===== config.mk =====
export PLATFORM = sky130hd
export DESIGN_NAME = fifo_cfg_lock
export DESIGN_NICKNAME = d
export VERILOG_FILES = /design/src/rtl/fifo_cfg_lock.sv
export SDC_FILE = /design/constraint.sdc
export NUM_CORES = 1
export LEC_CHECK = 0
export BUFFER_PORTS_ARGS = -buffer_cell sky130_fd_sc_hd__clkbuf_2
export CORE_AREA = 2 2 46 48
export DETAILED_ROUTE_END_ITERATION = 6
export DIE_AREA = 0 0 48 50
export PLACE_DENSITY_LB_ADDON = 0.15
export SYNTH_ARGS = -nofsm -noshare
export SYNTH_HDL_FRONTEND = slang
export SYNTH_SLANG_ARGS = --single-unit

===== constraint.sdc =====
create_clock -name clk -period 1.32 [get_ports clk]
set_input_delay 0.066 -clock clk [delete_from_list [all_inputs] [get_ports clk]]
set_output_delay 0.066 -clock clk [all_outputs]
set_load 0.1 [all_outputs]

===== src/rtl/fifo_cfg_lock.sv =====
module fifo_cfg_lock #(
  parameter int THR_W    = 4,
  parameter int TRK_W    = 8,
  parameter int STAT_W   = 8,
  parameter int LOCK_BIT = 4
) (
  input  logic             clk,
  input  logic             hw_rst,
  input  logic             sw_rst,
  input  logic             cfg_we,
  input  logic             cfg_dis,
  input  logic [THR_W-1:0] cfg_thr,
  input  logic [TRK_W-1:0] cfg_trk,
  input  logic             lock_we,
  input  logic             lock_val,
  output logic             fifo_dis,
  output logic [THR_W-1:0] fifo_thr,
  output logic [TRK_W-1:0] pre_trk,
  output logic             lock,
  output logic             stat_vld,
  output logic [STAT_W-1:0] stat_byte
);

  localparam logic [THR_W-1:0] THR_DEF = '0;
  localparam logic [TRK_W-1:0] TRK_DEF = '0;

  logic restore;
  assign restore = sw_rst && !lock;

  always_ff @(posedge clk or posedge hw_rst) begin
    if (hw_rst) begin
      fifo_dis <= 1'b1;
      fifo_thr <= THR_DEF;
      pre_trk  <= TRK_DEF;
    end else if (cfg_we) begin
      fifo_dis <= cfg_dis;
      fifo_thr <= cfg_thr;
      pre_trk  <= cfg_trk;
    end else if (restore) begin
      fifo_dis <= 1'b1;
      fifo_thr <= THR_DEF;
      pre_trk  <= TRK_DEF;
    end
  end

  always_ff @(posedge clk or posedge hw_rst) begin
    if (hw_rst) begin
      lock      <= 1'b0;
      stat_vld  <= 1'b0;
      stat_byte <= '0;
    end else begin
      stat_vld <= lock_we;
      if (lock_we) begin
        lock      <= lock_val;
        stat_byte <= STAT_W'(lock_val) << LOCK_BIT;
      end
    end
  end

endmodule



### After elaboration in Yosys (flattened, before gate mapping)

Index checks and enable logic that the tools add are counted.

* word-level logic and storage cells: 14
* input port bits: 19
* output and inout bits: 23
* flip-flop bits (word level): 15

* reduce and logical (&&, ||, !) cells: 3
* multiplexer cells: 6

Operator list (number)
* 8-bit 2-to-1 mux: 2
* 4-bit 2-to-1 mux: 2
* 1-bit 2-to-1 mux: 2
* 2-bit nonzero test: 1
* 1-bit logical AND: 1
* 1-bit zero test: 1

### Logic depth before layout (Yosys ltp)

* depth in word-level cells: 4
* gate-level depth with buffers: 4

### Least setup slack after synthesis

OpenSTA, ideal clock, no wires.

* path kind: register -> register
* start: register, netlist name stat_byte[4]
* end: register fifo_thr[2]
* path buffers: 1
* library setup time: 75 ps
* stages on the path, launching flop included: 4
* arrival time: 1400 ps
* period minus slack after synthesis: 1475 ps
* required time: 1245 ps
* setup slack: -155 ps
* path through: dfrtp_1 > nor2b_2 > buf_4 > o21ai_2

RTL lines
* end signal: assignment: RTL line 37 `fifo_thr <= cfg_thr;`
* end: declaration: RTL line 17 `output logic [THR_W-1:0] fifo_thr,`

### Final worst setup path

* start: register stat_byte[4]
* end: output port stat_byte[4]

RTL lines
* start: declaration: RTL line 21 `output logic [STAT_W-1:0] stat_byte`
* start signal: assignment: RTL line 55 `stat_byte <= STAT_W'(lock_val) << LOCK_BIT;`

No word-level cell between the ends.

==> impl_metrics.csv <==
group,metric,value,unit
setup_path,r2r_slack,0.34,ns
cts,cts_buffers,3,
detailed_routing,post_drt_wl_per_cell,10.43,microns
grt,gr-usage-all-layers,14.21,%
cts,htreeDepth,1,
detailed_routing,num_vias,608,
final_layout,fillers,176,
setup_path,crit_path_start_kind,"flip-flop",
outcome,status,"complete, no violations",
grt,grt_pass1_vias,562,
synth,synth_seq_cells,15,
pwr,swShare,47.88,%
grt,grt-ovfl-total,0,
setup_path,cp_max_fo,4,
pwr,p_per_area,1312,nW/um^2
pwr,ir_drop,0.7614,mV
pwr,p_leak,0.5385,nW
die,die_h,50,microns
cts,cts-root-buf,"clkbuf_4",
placed_design,preCtsSetupSlack,0.3550,ns
setup_path,cpLargestDelayFamily,"buffers and inverters",
final_layout,fin_util,56.71,%
setup_path,cp_cell_sequence,"clkbuf_2",
die,die_w,48,microns
timing,layout_min_cycle_time,1.213,ns
pwr,power_frac_seq,37.0,%
timing,worst_pin_slew,0.5758,ns
setup_path,crit_buf_inv,1,
run,drv_cap,0,
setup_path,arrival,1.15,ns
grt,grt_max_degree,27,
timing,tns,0,ns
timing,clock_skew,0.003409,ns
timing,min_period_over_period,91.86,%
cts,cts_sinks,15,
placed_design,dp_cells,126,
timing,hold_viol_final,0,
timing,rsz0062_at_grt,"false",
detailed_routing,drc,0,
detailed_routing,drt_first_pass_iters,4,
final_layout,layout-drive-gt1-share,55.17,%
die,die_area,2400,sq um
pwr,p_comb_share,44.2,%
die,core,1902,sq um
worst_hold_path,whs_path_depth,3,
setup_path,max_stage_delay,0.46,ns
final_layout,area_growth,41.54,%
die,start_util,40.07,%
setup_path,crit_path_end_kind,"output port",
timing,max_slew_margin,61.57,%
synth,syn_avg_cell_area,11.21,sq um
grt,grt_pass1_wl,2352,microns
final_layout,diodes,0,
die,num_io_pins,42,
setup_path,rr_worst_depth,3,
detailed_routing,wl_met1,660,microns
detailed_routing,drtIter0Drc,4,
final_layout,final_cells,143,
placed_design,placed_area,920.9,sq um
pwr,internal_power,0.7376,mW
timing,fmax,0.8247,GHz
setup_path,timing.rr.end,"fifo_thr[2]",
worst_hold_path,hold_path.class,"input pin to flip-flop",
synth,yosys.cell_types.count,16,
synth,syn_area,762.0,sq um
cts,clock_latency,0.29,ns
placed_design,gp_congestion,0.6331,
worst_hold_path,worstHoldEndpoint,"fifo_thr[2]",
timing,slew_violations,0,
final_layout,final_common_cell,"clkbuf_2",
timing,hold-worst-slack,0.007132,ns
pwr,p_total,1.415,mW
setup_path,crit_slowest_cell,"clkbuf_2",
die,core.rowCount,16,
detailed_routing,dr.max_layer_used,"met4",
synth,ys_warn_count,0,
worst_hold_path,hold_start,"cfg_thr[2]",
grt,antenna_found_initial,0,
detailed_routing,wirelength,1491,microns
timing,setup_slack,0.1075,ns
detailed_routing,wl_met3,129,microns
pwr,power_switching,0.6777,mW
setup_path,rr_startpoint,"stat_byte[4]",
final_layout,final_nets,136,
placed_design,port_buffers,34,
cts,cts_resized,0,
synth,syn_inst,68,
detailed_routing,wl_met2,666,microns
pwr,pwr-share-clk,18.7,%
synth,synth_seq_area_share,49.43,%
setup_path,worstSetupPathType,"flip-flop to output port",
cts,cts_tree,"yes",
cts,clkTransAtPathRegs,0.09,ns
detailed_routing,viasPerCell,4.252,
timing,setup_viol,0,
detailed_routing,ant_nets,0,
final_layout,stdcell_area,1079,sq um
cts,clk_path_buf_depth,2,
placed_design,dp_hpwl,1002,microns
setup_path,cp.required,1.25,ns
final_layout,layout_common_cells,"clkbuf_2, dfrtp_1, dlygate4sd3_1",
[power by group through the flow]
stage | logic, mW | registers [mW] | clock network (mW)
after detailed placement | 0.597 | 0.534 | 0
after global placement | 0.594 | 0.533 | 0
after global routing | 0.654 | 0.531 | 0.296
after floorplan | 0.228 | 0.827 | 0
after CTS | 0.629 | 0.525 | 0.272
final | 0.626 | 0.524 | 0.265
[state kept, by name (all words and copies together), names as in the netlist]
signal and cells:
pre_trk 8, fifo_thr 4, fifo_dis 1, stat_byte 1
stat_vld 1
[cell usage after synthesis, drive strengths merged]
cell	number	share of area (%)
o31a	1	1.1
or2b	1	0.99
nor2b	1	1.1
dfrtp	14	46
dfstp	1	3.4
inv	1	0.49
conb	1	0.49
o21ai	12	13
buf	11	13
nand2	12	9.2
mux2	1	1.5
nand2b	12	9.9
[final cells by class]
cell class	count	area [sq um]	area share (%)
clock inverter	1	5.005	0.4640
timing repair buffer	49	330.3	30.63
sequential	15	377.9	35.03
clock buffer	3	22.52	2.088
inverter	1	3.754	0.3480
multi-input combinational	47	305.3	28.31
tap	27	33.78	3.132
[metal layers]
metal	GRT usage (%)	vias to the layer above
met5	0	-
met4	6.757	0
met3	4.396	5
met2	22.00	32
met1	17.28	274
li1	-	297
[cell families (layout without fill, tap and decap cells)]
kind of cell,Yosys count,count (layout),share of synthesized area [%]
mux,1,1,1.478
simple gates,26,26,21.18
compound gates,13,13,13.96
buf+inv,12,54,13.46
flops,15,15,49.43
other cells,1,7,0.4921
[worst max-delay path by stage]
stage | startpoint | end | slack, ns | cells past startpoint
CTS | stat_byte[4] | lock | 0.1 | 1
global placement | stat_byte[4] | pre_trk[5] | 0.39 | 3
floorplan | fifo_thr[2] | fifo_thr[2] | 0.08 | 2
detailed placement | stat_byte[4] | pre_trk[0] | 0.35 | 3
finish | stat_byte[4] | stat_byte[4] | 0.11 | 1
global route | stat_byte[4] | lock | 0.07 | 1
[what timing repair did]
item / in CTS / in global routing
endpoints found under the setup margin: 0 / 0
hold buffers: 13 / 0
endpoints found under the hold margin: 26 / 0
buffers inserted: 0 / 0
No activity file was read; power rests on OpenSTA's default activity.
